## src/rtl/psc_pkg.sv

```systemverilog
package psc_pkg;

  typedef enum logic {
    CAR_UP   = 1'b0,
    CAR_DOWN = 1'b1
  } car_dir_e;

  // Start count of a carrier that runs 'offset' ticks ahead of phase zero.
  function automatic int preset_count(input int offset, input int car_max);
    if (offset <= car_max) return offset;
    else                   return 2 * car_max - offset;
  endfunction

  // Start direction of that carrier: rising until the peak is reached.
  function automatic car_dir_e preset_dir(input int offset, input int car_max);
    if (offset < car_max) return CAR_UP;
    else                  return CAR_DOWN;
  endfunction

endpackage

```

## src/rtl/psc_tick.sv

```systemverilog
module psc_tick #(
  parameter int DIV = 90
) (
  input  logic clk,
  input  logic rst_n,
  output logic tick_o
);

  localparam int DW = (DIV > 1) ? $clog2(DIV) : 1;
  localparam logic [DW-1:0] LAST = DW'(DIV - 1);

  logic [DW-1:0] div_q, div_d;

  assign tick_o = (div_q == LAST);

  always_comb begin
    div_d = div_q + 1'b1;
    if (tick_o) div_d = '0;
  end

  always_ff @(posedge clk or negedge rst_n) begin
    if (!rst_n) div_q <= '0;
    else        div_q <= div_d;
  end


  div_bound_chk: assert property (@(posedge clk) disable iff (!rst_n)
    div_q <= LAST);

endmodule

```

## src/rtl/psc_carrier.sv

```systemverilog
module psc_carrier
  import psc_pkg::*;
#(
  parameter int CAR_MAX = 4608,
  parameter int OFFSET  = 0,
  parameter int CW      = $clog2(CAR_MAX + 1)
) (
  input  logic          clk,
  input  logic          rst_n,
  input  logic          tick_i,
  output logic [CW-1:0] cnt_o,
  output logic          extreme_o,
  output logic          pre_peak_o
);

  localparam logic [CW-1:0] CNT_INIT = CW'(preset_count(OFFSET, CAR_MAX));
  localparam car_dir_e      DIR_INIT = preset_dir(OFFSET, CAR_MAX);
  localparam logic [CW-1:0] TOP      = CW'(CAR_MAX);
  localparam logic [CW-1:0] BELOW    = CW'(CAR_MAX - 1);

  logic [CW-1:0] cnt_q, cnt_d;
  car_dir_e      dir_q, dir_d;

  always_comb begin
    cnt_d = cnt_q;
    dir_d = dir_q;
    if (tick_i) begin
      if (dir_q == CAR_UP) begin
        cnt_d = cnt_q + 1'b1;
        if (cnt_q == BELOW) dir_d = CAR_DOWN;
      end else begin
        cnt_d = cnt_q - 1'b1;
        if (cnt_q == CW'(1)) dir_d = CAR_UP;
      end
    end
  end

  always_ff @(posedge clk or negedge rst_n) begin
    if (!rst_n) begin
      cnt_q <= CNT_INIT;
      dir_q <= DIR_INIT;
    end else begin
      cnt_q <= cnt_d;
      dir_q <= dir_d;
    end
  end

  assign cnt_o      = cnt_q;
  assign extreme_o  = (cnt_q == '0) || (cnt_q == TOP);
  assign pre_peak_o = (dir_q == CAR_UP) && (cnt_q == BELOW);


  carrier_bound_chk: assert property (@(posedge clk) disable iff (!rst_n)
    cnt_q <= TOP);


  carrier_hold_chk: assert property (@(posedge clk) disable iff (!rst_n)
    ($past(rst_n) && !$past(tick_i)) |-> $stable(cnt_q));


  carrier_step_chk: assert property (@(posedge clk) disable iff (!rst_n)
    ($past(rst_n) && $past(tick_i)) |->
      (({1'b0, cnt_q} == {1'b0, $past(cnt_q)} + 1'b1) ||
       ({1'b0, cnt_q} + 1'b1 == {1'b0, $past(cnt_q)})));

endmodule

```

## src/rtl/psc_modcmp.sv

```systemverilog
module psc_modcmp #(
  parameter int MW      = 16,
  parameter int CAR_MAX = 4608,
  parameter int CW      = $clog2(CAR_MAX + 1)
) (
  input  logic                 clk,
  input  logic                 rst_n,
  input  logic                 tick_i,
  input  logic                 extreme_i,
  input  logic [CW-1:0]        cnt_i,
  input  logic signed [MW-1:0] m_i,
  output logic                 cmd_a_o,
  output logic                 cmd_b_o
);

  localparam int ONE = 1 << (MW - 2);
  localparam int PW  = MW + CW + 3;
  localparam logic signed [MW-1:0] POS_ONE = MW'(ONE);
  localparam logic signed [MW-1:0] NEG_ONE = -POS_ONE;
  localparam logic signed [PW-1:0] SCALE   = PW'(CAR_MAX);

  logic signed [MW-1:0] m_sat, m_q, m_d, m_neg;
  logic signed [PW-1:0] lhs_a, lhs_b, car_s, rhs;

  always_comb begin
    if (m_i > POS_ONE)      m_sat = POS_ONE;
    else if (m_i < NEG_ONE) m_sat = NEG_ONE;
    else                    m_sat = m_i;
  end

  always_comb begin
    m_d = m_q;
    if (tick_i && extreme_i) m_d = m_sat;
  end

  always_ff @(posedge clk or negedge rst_n) begin
    if (!rst_n) m_q <= '0;
    else        m_q <= m_d;
  end

  assign m_neg = -m_q;

  always_comb begin
    lhs_a   = $signed({{(PW-MW){m_q[MW-1]}}, m_q}) * SCALE;
    lhs_b   = $signed({{(PW-MW){m_neg[MW-1]}}, m_neg}) * SCALE;
    car_s   = $signed(PW'({cnt_i, 1'b0})) - SCALE;
    rhs     = car_s <<< (MW - 2);
    cmd_a_o = (lhs_a > rhs);
    cmd_b_o = (lhs_b > rhs);
  end


  mlat_range_chk: assert property (@(posedge clk) disable iff (!rst_n)
    (m_q <= POS_ONE) && (m_q >= NEG_ONE));


  mlat_hold_chk: assert property (@(posedge clk) disable iff (!rst_n)
    !($past(tick_i) && $past(extreme_i)) |-> $stable(m_q));

endmodule

```

## src/rtl/psc_leg.sv

```systemverilog
module psc_leg #(
  parameter int BLANK = 25
) (
  input  logic clk,
  input  logic rst_n,
  input  logic en_i,
  input  logic cmd_i,
  output logic hi_o,
  output logic lo_o
);

  localparam int BW = $clog2(BLANK + 2);
  localparam logic [BW-1:0] RELOAD = BW'(BLANK);
  localparam logic [BW-1:0] START  = BW'(BLANK + 1);

  logic          cmd_q, cmd_d;
  logic [BW-1:0] blk_q, blk_d;
  logic          quiet;

  always_comb begin
    cmd_d = cmd_q;
    blk_d = blk_q;
    if (cmd_i != cmd_q) begin
      cmd_d = cmd_i;
      blk_d = RELOAD;
    end else if (blk_q != '0) begin
      blk_d = blk_q - 1'b1;
    end
  end

  always_ff @(posedge clk or negedge rst_n) begin
    if (!rst_n) begin
      cmd_q <= 1'b0;
      blk_q <= START;
    end else begin
      cmd_q <= cmd_d;
      blk_q <= blk_d;
    end
  end

  assign quiet = (blk_q == '0);
  assign hi_o  = en_i & quiet & cmd_q;
  assign lo_o  = en_i & quiet & ~cmd_q;


  upper_follows_chk: assert property (@(posedge clk) disable iff (!rst_n)
    hi_o |-> $past(cmd_i));


  lower_follows_chk: assert property (@(posedge clk) disable iff (!rst_n)
    lo_o |-> !$past(cmd_i));


  blank_after_flip_chk: assert property (@(posedge clk) disable iff (!rst_n)
    ($past(cmd_q) != cmd_q) |-> (!hi_o && !lo_o));

endmodule

```

## src/rtl/shifted_carrier_pwm.sv

```systemverilog
module shifted_carrier_pwm #(
  parameter int N_CELLS    = 9,
  parameter int MOD_W      = 16,
  parameter int CAR_MAX    = 4608,
  parameter int CLK_HZ     = 250_000_000,
  parameter int CARRIER_HZ = 300,
  parameter int BLANK      = 25
) (
  input  logic                       clk,
  input  logic                       rst_n,
  input  logic                       en_i,
  input  logic [N_CELLS*MOD_W-1:0]   mod_idx_i,
  output logic [N_CELLS*4-1:0]       gate_o,
  output logic                       peak_o
);

  localparam int CW       = $clog2(CAR_MAX + 1);
  localparam int SWEEP    = 2 * CAR_MAX;
  localparam int TICK_RAW = CLK_HZ / (CARRIER_HZ * SWEEP);
  localparam int TICK_DIV = (TICK_RAW < 1) ? 1 : TICK_RAW;

  logic              tick;
  logic              en_q, en_d;
  logic              peak_q, peak_d;
  logic [CW-1:0]     car_cnt [N_CELLS];
  logic [N_CELLS-1:0] car_ext;
  logic [N_CELLS-1:0] car_pre;

  psc_tick #(.DIV(TICK_DIV)) u_tick (
    .clk    (clk),
    .rst_n  (rst_n),
    .tick_o (tick)
  );

  for (genvar k = 0; k < N_CELLS; k++) begin : g_cell
    logic [1:0] cmd;

    psc_carrier #(
      .CAR_MAX (CAR_MAX),
      .OFFSET  ((k * SWEEP) / N_CELLS),
      .CW      (CW)
    ) u_car (
      .clk        (clk),
      .rst_n      (rst_n),
      .tick_i     (tick),
      .cnt_o      (car_cnt[k]),
      .extreme_o  (car_ext[k]),
      .pre_peak_o (car_pre[k])
    );

    psc_modcmp #(
      .MW      (MOD_W),
      .CAR_MAX (CAR_MAX),
      .CW      (CW)
    ) u_cmp (
      .clk       (clk),
      .rst_n     (rst_n),
      .tick_i    (tick),
      .extreme_i (car_ext[k]),
      .cnt_i     (car_cnt[k]),
      .m_i       ($signed(mod_idx_i[k*MOD_W +: MOD_W])),
      .cmd_a_o   (cmd[0]),
      .cmd_b_o   (cmd[1])
    );

    for (genvar l = 0; l < 2; l++) begin : g_leg
      psc_leg #(.BLANK(BLANK)) u_leg (
        .clk   (clk),
        .rst_n (rst_n),
        .en_i  (en_q),
        .cmd_i (cmd[l]),
        .hi_o  (gate_o[4*k + 2*l]),
        .lo_o  (gate_o[4*k + 2*l + 1])
      );
    end
  end

  always_comb begin
    en_d   = en_i;
    peak_d = tick & car_pre[0];
  end

  always_ff @(posedge clk or negedge rst_n) begin
    if (!rst_n) begin
      en_q   <= 1'b0;
      peak_q <= 1'b0;
    end else begin
      en_q   <= en_d;
      peak_q <= peak_d;
    end
  end

  assign peak_o = peak_q;


  peak_at_top_chk: assert property (@(posedge clk) disable iff (!rst_n)
    peak_o |-> (car_cnt[0] == CW'(CAR_MAX)));


  peak_single_chk: assert property (@(posedge clk) disable iff (!rst_n)
    peak_o |=> !peak_o);


  idle_gates_chk: assert property (@(posedge clk) disable iff (!rst_n)
    !$past(en_i) |-> (gate_o == '0));

endmodule

```

## config.mk

```make
export PLATFORM = sky130hd
export DESIGN_NAME = shifted_carrier_pwm
export DESIGN_NICKNAME = d
export VERILOG_FILES = /design/src/rtl/psc_pkg.sv /design/src/rtl/psc_tick.sv /design/src/rtl/psc_carrier.sv /design/src/rtl/psc_modcmp.sv /design/src/rtl/psc_leg.sv /design/src/rtl/shifted_carrier_pwm.sv
export SDC_FILE = /design/constraint.sdc
export NUM_CORES = 2
export LEC_CHECK = 0
export CAP_MARGIN = 20
export CORE_ASPECT_RATIO = 1.25
export CORE_MARGIN = 5
export CORE_UTILIZATION = 39
export CTS_BUF_LIST = sky130_fd_sc_hd__clkbuf_8
export DETAILED_ROUTE_END_ITERATION = 8
export PLACE_DENSITY = 0.56
export SLEW_MARGIN = 5
export SYNTH_ARGS = -nofsm -noshare
export SYNTH_HDL_FRONTEND = slang
export SYNTH_SLANG_ARGS = --single-unit
```

## constraint.sdc

```tcl
create_clock -name clk -period 6.3 [get_ports clk]
set_input_delay 1.575 -clock clk [delete_from_list [all_inputs] [get_ports clk]]
set_output_delay 1.575 -clock clk [all_outputs]
set_load 0.02 [all_outputs]
```

Word-level counts from Yosys, hierarchy flattened

Index checks and enable logic that the tools add are counted.

Add/sub/neg operators: 55
Multipliers: 18
Divide/modulo/power cells: 0
$lt $le $gt $ge: 36
Eq/ne operators: 46
Shift operators: 0
Mux-type cells: 91
Bitwise operators: 74
Reductions and logical operators: 82

Operators by type and width:

| operator                                                                       | count |
|---|---|
| 32-bit > comparator                                                            | 18 |
| 16-bit by 5-bit multiplier with 21-bit output, second input constant           | 18 |
| 16-bit two-way mux                                                             | 18 |
| 13-bit equality test, second input constant                                    | 18 |
| 5-bit two-way mux                                                              | 36 |
| 16-bit > comparator, second input constant                                     | 9 |
| 16-bit by 15-bit less-than comparator with 1-bit output, second input constant | 9 |
| 16-bit negator                                                                 | 9 |
| 14-bit by 13-bit subtractor with 15-bit output, second input constant          | 9 |
| 13-bit by 1-bit adder with 13-bit output, second input constant                | 9 |
| 13-bit by 1-bit equality test with 1-bit output, second input constant         | 9 |
| 13-bit logical NOT                                                             | 9 |
| 13-bit two-way mux                                                             | 9 |
| 13-bit by 1-bit subtractor with 13-bit output, second input constant           | 9 |
| 5-bit logical NOT                                                              | 18 |
| 5-bit nonzero test                                                             | 18 |
| 5-bit by 1-bit subtractor with 5-bit output, second input constant             | 18 |
| 1-bit bitwise AND                                                              | 55 |
| 2-bit nonzero test                                                             | 18 |
| 1-bit two-way mux                                                              | 27 |
| 1-bit NOT                                                                      | 19 |
| 1-bit inequality test                                                          | 18 |
| 1-bit logical AND                                                              | 10 |
| 1-bit logical OR                                                               | 9 |
| other kinds (3)                                                                | 3 |

Bits in registers: 387
Bits in latches: 0
RAM bits: 0
ROM bits: 0
Output and inout port bits: 37
Word-level logic and storage cells: 468
Memories kept: 0

Longest topological paths before layout

Word-level depth: 5
Mapped depth: 26
Depth with buffers taken out: 26

Cells and area by module

From an unflattened synthesis, not the netlist that was laid out.

Cell total of the unflattened synthesis: 5142
Area total of the unflattened synthesis: 45292.2 µm²

Modules (own cells, without submodules):

| module                             | times used | cells an instance | area each (µm²) | seq. area each (µm²) |
|---|---|---|---|---|
| psc_modcmp at g_cell[0].u_cmp ...  | 5          | 408               | 3429.5          | 400.4 |
| psc_modcmp at g_cell[2].u_cmp ...  | 2          | 394               | 3363.2          | 400.4 |
| psc_leg                            | 18         | 31                | 316.6           | 153.9 |
| psc_carrier at g_cell[3].u_car ... | 4          | 101               | 947.2           | 352.8 |
| psc_modcmp at g_cell[4].u_cmp      | 1          | 416               | 3455.8          | 400.4 |
| psc_modcmp at g_cell[8].u_cmp      | 1          | 398               | 3363.2          | 400.4 |
| psc_carrier at g_cell[1].u_car ... | 3          | 101               | 945.9           | 351.6 |
| psc_carrier at g_cell[6].u_car     | 1          | 101               | 948.4           | 354.1 |
| psc_carrier at g_cell[0].u_car     | 1          | 101               | 944.7           | 350.3 |
| psc_tick                           | 1          | 30                | 325.3           | 175.2 |
| shifted_carrier_pwm                | 1          | 3                 | 56.3            | 50.0 |

Worst setup path after synthesis

No wires, ideal clock.

Path kind: reg2reg
From: reg g_cell[3].u_cmp.m_q[0]
To: reg g_cell[3].g_leg[1].u_leg.blk_q[2]
Arrival: 5.064 ns
Setup slack: 1.116 ns
Cell stages (with the launch flop): 24
Path buffers: 0
Period minus slack after synthesis: 5.184 ns
Path through: dfrtp_1 -> inv_1 -> ha_1 -> nand2b_1 -> nor4_1 -> nand2_1 -> xnor2_1 -> xnor2_1 -> ha_1 -> a2111oi_2 -> o211ai_1 -> a2111oi_1 -> nor3_1 -> o31a_1 -> o21ai_0 -> xnor2_1 -> ha_1 -> nand2_1 -> nor4_1 -> o21ai_0 -> a31oi_1 -> o211ai_1 -> a21o_1 -> and3_1

Word-level cells in the longest chain between the ends: 5
Elaborated cells between the ends (all ways): 6
Classes of those cells: add/sub: 1; mul: 1; order compare: 1; eq/ne: 1; mux: 1; reduce/logical: 1

Ends and longest elaborated chain:

| item                                                    | RTL line         | RTL |
|---|---|---|
| start: declaration                                      | psc_modcmp.sv:22 | `logic signed [MW-1:0] m_sat, m_q, m_d, m_neg;` |
| start signal: assignment                                | psc_modcmp.sv:38 | `else m_q <= m_d;` |
| 16-bit negator (*)                                      | psc_modcmp.sv:41 | `assign m_neg = -m_q;` |
| 16-bit by 5-bit multiplier with 21-bit output (*)       | psc_modcmp.sv:45 | `lhs_b = $signed({{(PW-MW){m_neg[MW-1]}}, m_neg}) * SCALE;` |
| 32-bit > comparator (*)                                 | psc_modcmp.sv:49 | `cmd_b_o = (lhs_b > rhs);` |
| 1-bit inequality test (*)                               | psc_leg.sv:23    | `if (cmd_i != cmd_q) begin` |
| 5-bit two-way mux or 2-bit nonzero test (tied branches) | --               |  |
| end signal: assignment                                  | psc_leg.sv:37    | `blk_q <= blk_d;` |
| end: declaration                                        | psc_leg.sv:17    | `logic [BW-1:0] blk_q, blk_d;` |

Every way passes the cells marked *; elsewhere a longest branch is shown, timed or not.
A chain may end at the register's enable or synchronous reset.

Final worst setup path

From: reg g_cell[8].u_cmp.m_q[3]
To: reg g_cell[8].g_leg[1].u_leg.blk_q[2]

Word-level cells in the longest chain between the ends: 5
Elaborated cells between the ends (all ways): 6
Classes of those cells: add/sub: 1; mul: 1; order compare: 1; eq/ne: 1; mux: 1; reduce/logical: 1

Ends and longest elaborated chain:

| item                                                    | RTL line |
|---|---|
| start: declaration                                      | psc_modcmp.sv:22 |
| start signal: assignment                                | psc_modcmp.sv:38 |
| 16-bit negator (*)                                      | psc_modcmp.sv:41 |
| 16-bit by 5-bit multiplier with 21-bit output (*)       | psc_modcmp.sv:45 |
| 32-bit > comparator (*)                                 | psc_modcmp.sv:49 |
| 1-bit inequality test (*)                               | psc_leg.sv:23 |
| 5-bit two-way mux or 2-bit nonzero test (tied branches) | -- |
| end signal: assignment                                  | psc_leg.sv:37 |
| end: declaration                                        | psc_leg.sv:17 |

Marked as above.

==> out/metrics.yaml <==
status: "finished clean"
synth-edff-count: 0
min_path_type: "reg -> reg"
finalHoldViolations: 0
htreeDepth: 3
portBuffers: 183
worstSetupPathType: "reg -> reg"
synth_top_area_cell: "ha_1"
globalRouteTotalUtil: 0.180
final_area_sq_um: 49000
syn_inst: 5023
ys.flop_type: "dfrtp_1"
slew_viol_final: 0
ys_top_cells_by_area: "ha_1, dfrtp_1, xnor2_1"
critical_path_required_ns: 6.89
first_pass_iters: 6
cts_made_buffers: 82
synth.avg_cell_area_sq_um: 8.73
finalWeightedCongestion: 0.850
fill_cells: 11138
overflow: 0
path_max_fanout: 7
placed_area_sq_um: 47100
cts.path.max_buffers: 3
hpwl_um: 86200
finalWirelength_um: 109000
wl_per_cell_um: 16.2
timing.final.crit_period_ns: 5.74
cp_top_family: "simple AND/OR/NAND/NOR gates"
multiInputGateArea_sq_um: 32400
area_delta_synth_final_pct: 11.8
die_x_um: 310
grt_max_degree: 115
slowest_stage: "dfrtp_1"
placementRows: 137
cts_sinks: 387
finClkSkew_ns: 0.0263
path_buf_inv: 0
path_clk_slew_ns: 0.06
end_kind: "register"
postLayoutCoreUtil: 0.439
cts_hold_buf: 0
seq_area_sq_um: 9770
path_cells: "or3_4 -> or4_4 -> or4_4 -> xor2_1 -> xnor2_1 -> ha_1 -> a21o_1 -> a21oi_1 -> nand2b_1 -> o211ai_1 -> a21oi_1 -> a2111oi_0 -> nor3_1 -> ha_1 -> nand4_1 -> nor3_1 -> o31ai_1 -> nand3_1 -> o21ai_0 -> xnor2_1 -> nor3_1"
crit_arrival_ns: 6.32
fin_nets: 6257
ant_nets: 0
synth_warnings: 0
cts_setup_buffers: 0
ios: 184
avgViaCountPerCell: 5.41
cpPeakStageDelay_ns: 0.46
min_period_over_period: 0.911
drc_errors: 0
ir_drop_mv: 0.212
cts_root_buffer: "clkbuf_8"
layout-drive-gt1-share: 0.0537
max_freq_mhz: 174
die_h_um: 385
drtIter0Drc: 1359
critPathLaunchType: "register"
cts_tree: "built"
leakagePower_nw: 22.5
synth.ff_latch_count: 387
syn-num-nets: 6081
ys_async_sr_fraction: 1.00
grt_antenna_before_repair: 4
cap_viol_max_count: 0
critPathMostFrequentCell: "nor3_1"
start_util: 0.393
worstMarginPinSlew_ns: 1.06
core_area_sq_um: 112000
clock_latency_ns: 0.75
syn_area_sq_um: 43800
relSlewSlack: 0.287
setup_viol_count_final: 0
synth.distinct_cells: 85
fp.dieArea_sq_um: 119000
power.density_nw_per_um2: 214
grt_pass1_wl_um: 180000
post_cts_resize_count: 0
grt_pass1_vias: 36534
synth_top_area_frac: 0.255
rsz0062_at_grt: "false"
synth-seq-area-share: 0.223
via_count: 36382
setup_tns_ns: 0
registers in the layout (all words and copies together), names as in the netlist:
signal and cells:
g_cell.g_leg.u_leg.cmd_q 18, peak_o 1, g_cell.u_car.cnt_o 117, g_cell.u_car.dir_q 9, g_cell.g_leg.u_leg.blk_q 90, g_cell.u_cmp.m_q 144
u_tick.div_q 7, en_q 1
synthesized netlist by cell type, drive strengths merged, types with 20 or more instances:
| cell | n |
|---|---|
| a211o | 27 |
| a211oi | 40 |
| a21o | 149 |
| a21oi | 280 |
| a22o | 111 |
| a31oi | 42 |
| a41oi | 20 |
| and3 | 68 |
| buf | 52 |
| clkbuf | 66 |
| dfrtp | 319 |
| dfstp | 68 |
| ha | 893 |
| inv | 291 |
| nand2 | 354 |
| nand2b | 58 |
| nand3 | 124 |
| nand4 | 77 |
| nor2 | 401 |
| nor2b | 78 |
| nor3 | 171 |
| nor4 | 96 |
| nor4b | 26 |
| o211ai | 20 |
| o21a | 41 |
| o21ai | 201 |
| o21bai | 47 |
| or3 | 66 |
| xnor2 | 472 |
| xor2 | 116 |
per-stage QoR:
stage,hold slack [ns],worst slack (ns),cells,total power [W]
5_1_grt,0.536,0.0699,6728,0.0114
6_report,0.501,0.562,6728,0.0105
2_1_floorplan,0.461,1.12,5023,0.00642
3_5_place_dp,0.500,0.425,6568,0.00746
3_3_place_gp,0.486,0.654,6567,0.00739
4_1_cts,0.508,0.374,6721,0.0107
cell families (layout without fill, tap and decap cells):
kind of cell,count (synthesis),count (layout),synth area share
DFF,387,387,0.223
and+or+nand+nor,1606,1606,0.185
other,0,1,0
muxes,28,28,0.00671
xor gates and xnor gates,588,588,0.117
buffers and inverters,410,655,0.0386
adders and majority gates,911,911,0.263
AOI/OAI and AO/OA,1093,1093,0.167
final timing paths:
check | end | cells after the start | from | slack [ns]
hold / removal | u_tick.div_q[0] | 1 | u_tick.div_q[0] | 0.50
min in group asynchronous | g_cell[7].u_cmp.m_q[0] | 1 | rst_n | 0.72
setup reg to reg | g_cell[8].g_leg[1].u_leg.blk_q[2] | 21 | g_cell[8].u_cmp.m_q[3] | 0.56
hold reg to reg | u_tick.div_q[0] | 1 | u_tick.div_q[0] | 0.50
setup / recovery | g_cell[8].g_leg[1].u_leg.blk_q[2] | 21 | g_cell[8].u_cmp.m_q[3] | 0.56
max in group asynchronous | g_cell[1].u_cmp.m_q[7] | 2 | rst_n | 4.39
worst register-to-register path: stages (launching register included):
cell and delay [ns]:
dfrtp_1 0.46, or3_4 0.42, or4_4 0.43, or4_4 0.46, xor2_1 0.29, xnor2_1 0.12, ha_1 0.36, a21o_1 0.17
a21oi_1 0.25, nand2b_1 0.09, o211ai_1 0.23, a21oi_1 0.16, a2111oi_0 0.46, nor3_1 0.10, ha_1 0.32, nand4_1 0.14
nor3_1 0.29, o31ai_1 0.14, nand3_1 0.10, o21ai_0 0.12, xnor2_1 0.37, nor3_1 0.10
cells in the final DEF (no fill, tap or decap), types with 16 or more instances in the layout:
cell,count
nor2_1,400
nor2b_1,78
o21bai_1,47
a41oi_1,20
buf_4,18
a22o_1,110
clkdlybuf4s50_1,182
nand2_1,354
clkbuf_8,101
or3_1,65
xnor2_1,471
inv_1,313
o21ai_0,201
o21a_1,41
a21oi_1,280
nand3_1,121
fa_1,18
nor4_1,90
ha_1,893
and3_1,68
a211oi_1,36
nand4b_1,19
nor4b_1,25
clkinv_2,16
nor3_1,170
nand2b_1,58
a31oi_1,42
a211o_1,27
dfstp_2,68
a21o_1,149
mux2i_1,17
o211ai_1,20
xor2_1,116
nand4_1,76
dfrtp_1,318
area by class of cell:
type	instances	share of cell area
clock inverter	52	0.00929
timing repair buffer	210	0.0418
multi-input combinational	4226	0.662
inverter	292	0.0224
clock buffer	101	0.0284
sequential	387	0.199
antenna	1	0.0000511
tap	1459	0.0373
power by group:
| part | internal, W | switching [W] |
|---|---|---|
| clock network | 0.00179 | 0.00130 |
| registers | 0.00283 | 0.000303 |
| logic | 0.00204 | 0.00224 |
per-layer routing:
layer / part of all wire / vias to the layer above / track usage / wire (um)
met5: 0 / - / 0 / 0
met4: 0.018 / 0 / 0.0461 / 1980
met3: 0.028 / 118 / 0.0208 / 3080
met2: 0.51 / 429 / 0.334 / 55100
met1: 0.45 / 17233 / 0.220 / 48700
li1: - / 18602 / - / -
Power figures use the tool's default switching activity.
